==> config.mk <==
export PLATFORM = sky130hd
export DESIGN_NAME = can_irq_router
export DESIGN_NICKNAME = d
export VERILOG_FILES = /design/src/rtl/can_irq_pkg.sv /design/src/rtl/can_irq_sticky.sv /design/src/rtl/can_irq_wake.sv /design/src/rtl/can_irq_cond.sv /design/src/rtl/can_irq_route.sv /design/src/rtl/can_irq_router.sv
export SDC_FILE = /design/constraint.sdc
export NUM_CORES = 1
export LEC_CHECK = 0
export BUFFER_PORTS_ARGS = -buffer_cell sky130_fd_sc_hd__buf_2
export CAP_MARGIN = 20
export CELL_PAD_IN_SITES_DETAIL_PLACEMENT = 1
export CELL_PAD_IN_SITES_GLOBAL_PLACEMENT = 1
export CORE_MARGIN = 10
export CORE_UTILIZATION = 33
export DETAILED_ROUTE_END_ITERATION = 8
export GPL_ROUTABILITY_DRIVEN = 0
export MAX_ROUTING_LAYER = met4
export PLACE_DENSITY_LB_ADDON = 0.1
export SYNTH_ARGS = -nofsm -noshare
export SYNTH_HDL_FRONTEND = slang
export SYNTH_SLANG_ARGS = --single-unit
==> constraint.sdc <==
create_clock -name clk -period 1.19 [get_ports clk]
set_clock_uncertainty 0.15 [all_clocks]
set_input_delay 0.119 -clock clk [delete_from_list [all_inputs] [get_ports clk]]
set_output_delay 0.119 -clock clk [all_outputs]
set_load 0.02 [all_outputs]
==> src/rtl/can_irq_pkg.sv <==
// Package: register word addresses, error-flag bit positions and
// priority bit positions shared by the aggregator, its checker and bench.
package can_irq_pkg;
    typedef enum logic [1:0] {
        REG_MBX_FLAGS = 2'd0,
        REG_ERR_FLAGS = 2'd1,
        REG_MBX_EN    = 2'd2,
        REG_CFG       = 2'd3
    } reg_sel_e;

    localparam int ERR_ABORT = 0;
    localparam int ERR_DENY  = 1;
    localparam int ERR_WAKE  = 2;
    localparam int ERR_LOST  = 3;
    localparam int ERR_BOFF  = 4;
    localparam int ERR_PASS  = 5;
    localparam int ERR_WARN  = 6;
    localparam int ERR_NUM   = 7;

    localparam int RX_OFS        = 8;
    localparam int PRIO_MBX_BIT  = 16;
    localparam int PRIO_ERR_BIT  = 17;
    localparam int LINE_MBX      = 0;
    localparam int LINE_ERR      = 1;
    localparam int LINE_NUM      = 2;
endpackage

==> src/rtl/can_irq_sticky.sv <==
// Module: bank of W sticky flags. Set has priority over clear.
// Assumes set_i and clr_i are synchronous to clk.
module can_irq_sticky #(
    parameter int W = 1
) (
    input  logic         clk,
    input  logic         rst_n,
    input  logic [W-1:0] set_i,
    input  logic [W-1:0] clr_i,
    output logic [W-1:0] q_o
);
    // Flag update: clear the selected bits, then OR in new events.
    always_ff @(posedge clk) begin
        if (!rst_n) begin
            q_o <= '0;
        end else begin
            q_o <= (q_o & ~clr_i) | set_i;
        end
    end
endmodule

==> src/rtl/can_irq_wake.sv <==
// Module: single wakeup flag. It is set asynchronously by wake_i, so it
// works with the clock stopped. Clear and reset are synchronous.
// Assumes wake_i is glitch-free; a held wake_i overrides the clear.
module can_irq_wake (
    input  logic clk,
    input  logic rst_n,
    input  logic wake_i,
    input  logic clr_i,
    output logic q_o
);
    // Async set on wake, synchronous reset and write-1 clear otherwise.
    always_ff @(posedge clk or posedge wake_i) begin
        if (wake_i) begin
            q_o <= 1'b1;
        end else if (!rst_n) begin
            q_o <= 1'b0;
        end else if (clr_i) begin
            q_o <= 1'b0;
        end
    end
endmodule

==> src/rtl/can_irq_cond.sv <==
// Module: turns the bus-off, error-passive and counter-warning levels into
// one-cycle pulses on their rising edges. The warning level is
// tec >= WARN_LEVEL or rec >= WARN_LEVEL. After reset, a condition that
// is already true counts as a rising edge.
module can_irq_cond #(
    parameter int CNT_W      = 8,
    parameter int WARN_LEVEL = 96
) (
    input  logic             clk,
    input  logic             rst_n,
    input  logic [CNT_W-1:0] tec_i,
    input  logic [CNT_W-1:0] rec_i,
    input  logic             busoff_i,
    input  logic             passive_i,
    output logic             boff_rise_o,
    output logic             pass_rise_o,
    output logic             warn_rise_o
);
    localparam logic [CNT_W-1:0] WARN_CNT = CNT_W'(WARN_LEVEL);

    logic [2:0] lvl;
    logic [2:0] lvl_q;

    // Current levels: {warning, passive, bus-off}.
    always_comb begin
        lvl[0] = busoff_i;
        lvl[1] = passive_i;
        lvl[2] = (tec_i >= WARN_CNT) || (rec_i >= WARN_CNT);
    end

    // Remember last cycle's levels for edge detection.
    always_ff @(posedge clk) begin
        if (!rst_n) begin
            lvl_q <= '0;
        end else begin
            lvl_q <= lvl;
        end
    end

    assign boff_rise_o = lvl[0] & ~lvl_q[0];
    assign pass_rise_o = lvl[1] & ~lvl_q[1];
    assign warn_rise_o = lvl[2] & ~lvl_q[2];
endmodule

==> src/rtl/can_irq_route.sv <==
// Module: masks the flags of each line with their enables and steers each
// active line to its high or low request wire. Purely combinational.
module can_irq_route #(
    parameter int MW = 12,
    parameter int EW = 7
) (
    input  logic [MW-1:0] mbx_flags_i,
    input  logic [MW-1:0] mbx_en_i,
    input  logic [EW-1:0] err_flags_i,
    input  logic [EW-1:0] err_en_i,
    input  logic [1:0]    prio_i,
    output logic [1:0]    hi_o,
    output logic [1:0]    lo_o
);
    logic [1:0] line_any;

    // Per-line OR of enabled flags.
    always_comb begin
        line_any[0] = |(mbx_flags_i & mbx_en_i);
        line_any[1] = |(err_flags_i & err_en_i);
    end

    // Priority steering, one identical slice per line.
    for (genvar l = 0; l < 2; l++) begin : g_line
        assign hi_o[l] = line_any[l] &  prio_i[l];
        assign lo_o[l] = line_any[l] & ~prio_i[l];
    end
endmodule

==> src/rtl/can_irq_router.sv <==
// Module: CAN interrupt aggregator top. Holds the sticky mailbox and error
// flags, the enables and the priority bits, and drives four request wires.
// Register map (word addresses): 0 mailbox flags (tx in [N-1:0],
// rx in [8+N-1:8], write 1 to clear), 1 error flags [6:0] (write 1 to
// clear), 2 mailbox enables (same layout as 0), 3 error enables [6:0]
// with the mailbox priority in bit 16 and the error priority in bit 17.
// Assumes NUM_MBOX <= 8 and DATA_W >= 18.
module can_irq_router
    import can_irq_pkg::*;
#(
    parameter int NUM_MBOX   = 6,
    parameter int CNT_W      = 8,
    parameter int WARN_LEVEL = 96,
    parameter int DATA_W     = 32
) (
    input  logic                clk,
    input  logic                rst_n,
    input  logic [NUM_MBOX-1:0] tx_done_i,
    input  logic [NUM_MBOX-1:0] rx_done_i,
    input  logic                abort_ack_i,
    input  logic                wr_denied_i,
    input  logic                wake_i,
    input  logic                rx_lost_i,
    input  logic [CNT_W-1:0]    tec_i,
    input  logic [CNT_W-1:0]    rec_i,
    input  logic                busoff_i,
    input  logic                passive_i,
    input  logic                reg_wr_i,
    input  logic [1:0]          reg_addr_i,
    input  logic [DATA_W-1:0]   reg_wdata_i,
    output logic [DATA_W-1:0]   reg_rdata_o,
    output logic                mbx_hi_o,
    output logic                mbx_lo_o,
    output logic                err_hi_o,
    output logic                err_lo_o
);
    localparam int MW = 2 * NUM_MBOX;

    reg_sel_e         sel;
    logic             wr_mflag, wr_eflag, wr_men, wr_cfg;
    logic [MW-1:0]    mbx_q, mbx_set, mbx_clr, wmask_mbx, men_q;
    logic [ERR_NUM-1:0] err_q, err_set, err_clr, een_q;
    logic [1:0]       prio_q;
    logic             boff_rise, pass_rise, warn_rise;
    logic [1:0]       req_hi, req_lo;
    logic             unused_wdata;

    assign sel = reg_sel_e'(reg_addr_i);

    // Decode write strobes per register.
    always_comb begin
        wr_mflag = reg_wr_i && (sel == REG_MBX_FLAGS);
        wr_eflag = reg_wr_i && (sel == REG_ERR_FLAGS);
        wr_men   = reg_wr_i && (sel == REG_MBX_EN);
        wr_cfg   = reg_wr_i && (sel == REG_CFG);
    end

    // Gather the mailbox field of the write word: {rx, tx}.
    assign wmask_mbx    = {reg_wdata_i[RX_OFS +: NUM_MBOX], reg_wdata_i[NUM_MBOX-1:0]};
    assign unused_wdata = ^reg_wdata_i;

    // Mailbox flag set and clear vectors.
    always_comb begin
        mbx_set = {rx_done_i, tx_done_i};
        mbx_clr = wr_mflag ? wmask_mbx : '0;
    end

    can_irq_sticky #(.W(MW)) u_mbx_flags (
        .clk   (clk),
        .rst_n (rst_n),
        .set_i (mbx_set),
        .clr_i (mbx_clr),
        .q_o   (mbx_q)
    );

    can_irq_cond #(.CNT_W(CNT_W), .WARN_LEVEL(WARN_LEVEL)) u_cond (
        .clk         (clk),
        .rst_n       (rst_n),
        .tec_i       (tec_i),
        .rec_i       (rec_i),
        .busoff_i    (busoff_i),
        .passive_i   (passive_i),
        .boff_rise_o (boff_rise),
        .pass_rise_o (pass_rise),
        .warn_rise_o (warn_rise)
    );

    // Error event vector in flag-bit order, and its clear vector.
    always_comb begin
        err_set            = '0;
        err_set[ERR_ABORT] = abort_ack_i;
        err_set[ERR_DENY]  = wr_denied_i;
        err_set[ERR_WAKE]  = wake_i;
        err_set[ERR_LOST]  = rx_lost_i;
        err_set[ERR_BOFF]  = boff_rise;
        err_set[ERR_PASS]  = pass_rise;
        err_set[ERR_WARN]  = warn_rise;
        err_clr            = wr_eflag ? reg_wdata_i[ERR_NUM-1:0] : '0;
    end

    // One flag per error bit; the wakeup bit uses the async-set variant.
    for (genvar k = 0; k < ERR_NUM; k++) begin : g_err
        if (k == ERR_WAKE) begin : g_async
            can_irq_wake u_flag (
                .clk    (clk),
                .rst_n  (rst_n),
                .wake_i (err_set[k]),
                .clr_i  (err_clr[k]),
                .q_o    (err_q[k])
            );
        end else begin : g_sync
            can_irq_sticky #(.W(1)) u_flag (
                .clk   (clk),
                .rst_n (rst_n),
                .set_i (err_set[k]),
                .clr_i (err_clr[k]),
                .q_o   (err_q[k])
            );
        end
    end

    // Enable and priority registers.
    always_ff @(posedge clk) begin
        if (!rst_n) begin
            men_q  <= '0;
            een_q  <= '0;
            prio_q <= '0;
        end else begin
            if (wr_men) begin
                men_q <= wmask_mbx;
            end
            if (wr_cfg) begin
                een_q            <= reg_wdata_i[ERR_NUM-1:0];
                prio_q[LINE_MBX] <= reg_wdata_i[PRIO_MBX_BIT];
                prio_q[LINE_ERR] <= reg_wdata_i[PRIO_ERR_BIT];
            end
        end
    end

    // Read data multiplexer.
    always_comb begin
        reg_rdata_o = '0;
        case (sel)
            REG_MBX_FLAGS: begin
                reg_rdata_o[NUM_MBOX-1:0]        = mbx_q[NUM_MBOX-1:0];
                reg_rdata_o[RX_OFS +: NUM_MBOX]  = mbx_q[MW-1:NUM_MBOX];
            end
            REG_ERR_FLAGS: reg_rdata_o[ERR_NUM-1:0] = err_q;
            REG_MBX_EN: begin
                reg_rdata_o[NUM_MBOX-1:0]        = men_q[NUM_MBOX-1:0];
                reg_rdata_o[RX_OFS +: NUM_MBOX]  = men_q[MW-1:NUM_MBOX];
            end
            default: begin
                reg_rdata_o[ERR_NUM-1:0]  = een_q;
                reg_rdata_o[PRIO_MBX_BIT] = prio_q[LINE_MBX];
                reg_rdata_o[PRIO_ERR_BIT] = prio_q[LINE_ERR];
            end
        endcase
    end

    can_irq_route #(.MW(MW), .EW(ERR_NUM)) u_route (
        .mbx_flags_i (mbx_q),
        .mbx_en_i    (men_q),
        .err_flags_i (err_q),
        .err_en_i    (een_q),
        .prio_i      (prio_q),
        .hi_o        (req_hi),
        .lo_o        (req_lo)
    );

    assign mbx_hi_o = req_hi[LINE_MBX];
    assign mbx_lo_o = req_lo[LINE_MBX];
    assign err_hi_o = req_hi[LINE_ERR];
    assign err_lo_o = req_lo[LINE_ERR];
endmodule

## Word level (Yosys, flattened, before mapping)

Index checks and enable logic that the tools add are counted.

- Flip-flop bits (word level): 43
- Input bits: 71
- Output and inout port bits: 36

- Magnitude comparators: 2
- Equality and inequality tests: 4
- Muxes and demuxes: 8
- Bitwise logic cells: 35
- Reductions and logical operators: 10

Operators with widths:

| operator | count |
|---|---|
| $and 12x12->12 | 2 |
| $pmux 6 s3 | 1 |
| $ge 8x7->1 const B | 2 |
| $and 1x1->1 | 13 |
| $mux 12 | 1 |
| $not 12->12 | 1 |
| $or 12x12->12 | 1 |
| $pmux 6 s2 | 1 |
| $reduce_or 12->1 | 1 |
| $not 1->1 | 11 |
| $and 7x7->7 | 1 |
| $mux 7 | 1 |
| $reduce_or 7->1 | 1 |
| $or 1x1->1 | 6 |
| $eq 2x2->1 const B | 2 |
| $logic_and 1x1->1 | 4 |
| $reduce_or 3->1 | 1 |
| $eq 2x1->1 const B | 1 |
| $logic_not 2->1 | 1 |
| $mux 1 | 2 |
| $mux 2 | 1 |
| $ne 2x1->1 const B | 1 |
| $pmux 1 s2 | 1 |
| $reduce_or 2->1 | 1 |
| $logic_or 1x1->1 | 1 |

## Depth between registers and ports, before layout

- Word-level depth: 6
- Gate-level depth with buffers: 5

## By module

A second synthesis with hierarchy kept.

- Cell total of the unflattened synthesis: 239
- Area, all modules: 2338.5 sq um

By module, submodules not included:

| module | instances | cells each | area each (sq um) | sequential area each (sq um) |
|---|---|---|---|---|
| can_irq_router | 1 | 153 | 1393.8 | 420.4 |
| can_irq_sticky (u_mbx_flags) | 1 | 37 | 416.6 | 240.2 |
| can_irq_sticky (g_err[0].g_sync.u_flag ...) | 6 | 3 | 41.3 | 20.0 |
| can_irq_route | 1 | 15 | 128.9 | 0.0 |
| can_irq_cond | 1 | 13 | 112.6 | 60.1 |
| can_irq_wake | 1 | 3 | 38.8 | 26.3 |

## Worst setup path after synthesis

OpenSTA, ideal clock, no wires.

- Kind: register -> output
- Start: reg u_mbx_flags.q_o[8]
- End: out mbx_hi_o
- Data arrival time: 1.014 ns
- Required time: 0.921 ns
- Path slack: -0.093 ns
- Cell stages (with the launch flop): 4
- Path through: dfxtp_1 -> a22o_1 -> a221oi_1 -> a31oi_1

- Cells in the longest elaborated chain, start to end: 3

Ends and longest elaborated chain:

| what | line | RTL |
|---|---|---|
| start, declared | can_irq_sticky.sv:10 | `output logic [W-1:0] q_o` |
| start signal, assigned | can_irq_sticky.sv:17 | `q_o <= (q_o & ~clr_i) \| set_i;` |
| $and 12x12->12 | can_irq_route.sv:19 | `line_any[0] = \|(mbx_flags_i & mbx_en_i);` |
| $reduce_or 12->1 | can_irq_route.sv:19 |  |
| $and 1x1->1 | can_irq_route.sv:25 | `assign hi_o[l] = line_any[l] & prio_i[l];` |
| end, declared | can_irq_router.sv:32 | `output logic mbx_hi_o,` |

No other way between the ends.

## Final worst setup path

- Start: reg men_q[1]
- End: out mbx_lo_o

- Cells in the longest elaborated chain, start to end: 3

Ends and longest elaborated chain:

| what | line | RTL |
|---|---|---|
| start, declared | can_irq_router.sv:41 | `logic [MW-1:0] mbx_q, mbx_set, mbx_clr, wmask_mbx, men_q;` |
| start signal, assigned | can_irq_router.sv:130 | `men_q <= wmask_mbx;` |
| $and 12x12->12 | can_irq_route.sv:19 |  |
| $reduce_or 12->1 | can_irq_route.sv:19 |  |
| $and 1x1->1 | can_irq_route.sv:26 | `assign lo_o[l] = line_any[l] & ~prio_i[l];` |
| end, declared | can_irq_router.sv:33 | `output logic mbx_lo_o,` |

No other way between the ends.

==> results_dict.tcl <==
set metrics [dict create \
    outcome "complete, but fails checks" \
    violations "setup timing" \
    p_clk_share_pct 30.4 \
    synth_top_family_by_area "compound AO/OA/AOI/OAI gates" \
    rows 28 \
    die_x_um 99.74 \
    num-nets-final 417 \
    ys_seq_area_share_pct 41.32 \
    hold_violations 0 \
    grt_first_pass_wirelength_mm 11.85 \
    reg2reg_depth 4 \
    p_int_w 0.002448 \
    tns_ns -5.615 \
    crit_arrival_ns 1.55 \
    crit_start "men_q[1]" \
    firstDrtPassIters 4 \
    final_common_cell "buf_2" \
    critPathLaunchType "flip-flop" \
    dpl.hpwl_mm 5.081 \
    clkTransAtPathRegs_ns 0.08 \
    critPathRequiredTime_ns 0.92 \
    routed.top_layer "met4" \
    synth_top_area_share_pct 40.07 \
    vias 2024 \
    multi_input_area_mm2 0.001115 \
    vias_per_cell 4.796 \
    fin_cells 422 \
    min_from "rst_n" \
    post_drt_wl_per_cell_um 17.31 \
    min_path_type "input port to flip-flop" \
    fin_crit_ns 1.815 \
    grtUsageTotal_pct 15.29 \
    synthTopCellsByArea "dfxtp_1 40%, mux2i_1 9.1%, buf_4 6.4%" \
    antenna_left 0 \
    synth_cell_type_count 30 \
    port_buffers 62 \
    vdd_drop_max_v 0.0007215 \
    timing.final.ws_setup_ns -0.6246 \
    synth_xor_area_share_pct 0 \
    holdPathStages 4 \
    cap_violations 0 \
    pwr-share-seq_pct 47.3 \
    seq_area_um2 897.1 \
    area_delta_synth_final_pct 58.20 \
    switching_share_pct 26.59 \
    combPwrFrac_pct 22.3 \
    drive_above_1_share_pct 40.92 \
    met1_length_mm 3.116 \
    cts-root-buf "clkbuf_8" \
    r2r_slack_ns 0.18 \
    clockBufferDepth 2 \
    synthMuxAreaShare_pct 15.50 \
    grt_pass1_vias 2337 \
    endpoint_kind "output port" \
    grt_overflow_total 0 \
    die_h_um 99.74 \
    htree_levels 2 \
    antenna_found_initial 0 \
    cts_tree "done" \
    fmax_ghz 0.5511 \
    yosysWarnings 0 \
    wl_met3_um 320 \
    yosysTopAreaCell "dfxtp_1" \
    cts.sinks 43 \
    io_pins 107 \
    dieArea_mm2 0.009948 \
    dp.cells 371 \
    fillers 691 \
    final_cell_mix "45 x buf_2, 41 x dlygate4sd3_1, 31 x buf_4, 21 x nand2_1, 21 x dfxtp_2" \
    grt_max_degree 13 \
    min_to "g_err[2].g_async.u_flag.q_o" \
    synth_compound_gate_area_share_pct 20.75 \
    reg2reg_from "men_q[7]" \
    r2r_end "men_q[7]" \
    crit_type "flip-flop to output port" \
    fin_util_pct 54.77 \
    totalWireLength_mm 7.303 \
    initial_core_util_pct 34.62 \
    drc 0 \
    drtIter0Drc 38 \
    pwr_density_cell_mw_per_mm2 1005 \
    fp.coreArea_mm2 0.006061 \
    p_leak_nw 1.545 \
    antenna-diode-count 0 \
    final-max-slew-violation-count 0 \
    clock_latency_ns 0.29 \
    netlist_area_mm2 0.002098 \
    avgSynthCellArea_um2 9.759 \
    rsz0062_at_grt "yes" \
    setup_violations 19 \
    switching_power_w 0.0008869 \
    synth_seq_cells 43 \
    yosys.area_share.simple_pct 11.75 \
    synth_fa_ha_area_share_pct 0 \
    numCtsBuffers 5 \
    met2_length_mm 3.804 \
    crit_fanout 2 \
    syn_inst 215 \
    fin_crit_sh_pct 152.5 \
]
-- Yosys cell counts --
library cell / n
a21boi_1: 1
inv_1: 4
conb_1: 1
buf_4: 18
buf_2: 5
nor3b_2: 1
and3b_1: 1
dfstp_2: 1
and2_1: 2
a31oi_1: 6
nand2_1: 21
a222oi_1: 1
nand3b_4: 1
a21oi_1: 12
nand2b_1: 2
a221oi_1: 3
and3_1: 3
a21bo_1: 2
clkbuf_1: 3
dfxtp_1: 42
a22o_1: 3
nor2_1: 19
nand3_1: 1
buf_6: 3
mux4_2: 6
a22oi_1: 2
nor2b_1: 1
o21a_1: 16
a21boi_0: 15
mux2i_1: 19
-- routing by layer --
metal / track usage [%] / vias up
met2: 27.53 / 57
met5: - / -
met1: 16.45 / 973
met3: 4.360 / 6
li1: - / 988
met4: 2.426 / 0
-- repair_timing --
| action | in CTS | in global routing |
|---|---|---|
| pin swaps | 6 | 5 |
| hold buffers | 41 | 0 |
| hold endpoints to repair | 42 | 0 |
| gates cloned | 0 | 0 |
| buffers inserted | 0 | 3 |
| resized for setup | 51 | 11 |
| endpoints found under the setup margin | 19 | 21 |
-- how the worst max path moves through the flow --
stage	cells past startpoint	end	slack, ns
floorplan	2	err_hi_o	-0.06
global placement	5	mbx_lo_o	-0.29
detailed placement	5	mbx_hi_o	-0.29
CTS	5	mbx_hi_o	-0.62
global route	5	mbx_lo_o	-0.68
finish	5	mbx_lo_o	-0.62
-- state kept, by name (all words and copies together), names as in the netlist --
register and count:
u_mbx_flags.q_o 12, g_err.g_async.u_flag.q_o 1, u_cond.lvl_q 3, prio_q 2, een_q 7, men_q 12
g_err.g_sync.u_flag.q_o 6
-- layout make-up --
| class | instances | area share, % |
|---|---|---|
| clock buffers | 8 | 3.015 |
| flip-flops and latches | 43 | 27.03 |
| well taps | 75 | 2.827 |
| repair buffers | 137 | 33.09 |
| inverters | 4 | 0.4523 |
| multi-input cells | 155 | 33.58 |
-- kinds of logic after synthesis --
group                  count (synthesis)
AOI/OAI and AO/OA                     61
and+or+nand+nor                       52
DFF                                   43
buffers and inverters                 33
muxes                                 25
other                                  1
-- through the flow --
| step | worst slack [ns] | hold slack [ns] | power (W) | cell area [um2] |
|---|---|---|---|---|
| after floorplan | -0.06497 | -0.1413 | 0.001975 | 2190 |
| after global placement | -0.2926 | -0.001372 | 0.002179 | 2641 |
| after detailed placement | -0.2899 | -0.005954 | 0.002188 | 2641 |
| after CTS | -0.6234 | 0.06420 | 0.003372 | 3277 |
| after global routing | -0.6815 | 0.1070 | 0.003503 | 3319 |
| final | -0.6246 | 0.07498 | 0.003335 | 3319 |
-- worst max-delay path, stage by stage, from the launching register on --
cell and delay, ns:
dfxtp_1 0.32, a22o_1 0.26, a221oi_2 0.23, buf_4 0.18, a31oi_2 0.09, buf_4 0.18
-- power by group through the flow --
stage / Clock [W] / Combinational, W / Sequential [W]
final: 0.00101 / 0.000744 / 0.00158
after CTS: 0.00107 / 0.000730 / 0.00158
after global placement: 0 / 0.000578 / 0.00160
after detailed placement: 0 / 0.000586 / 0.00160
after floorplan: 0 / 0.000389 / 0.00159
after global routing: 0.00110 / 0.000814 / 0.00159
Power figures use the tool's default switching activity.
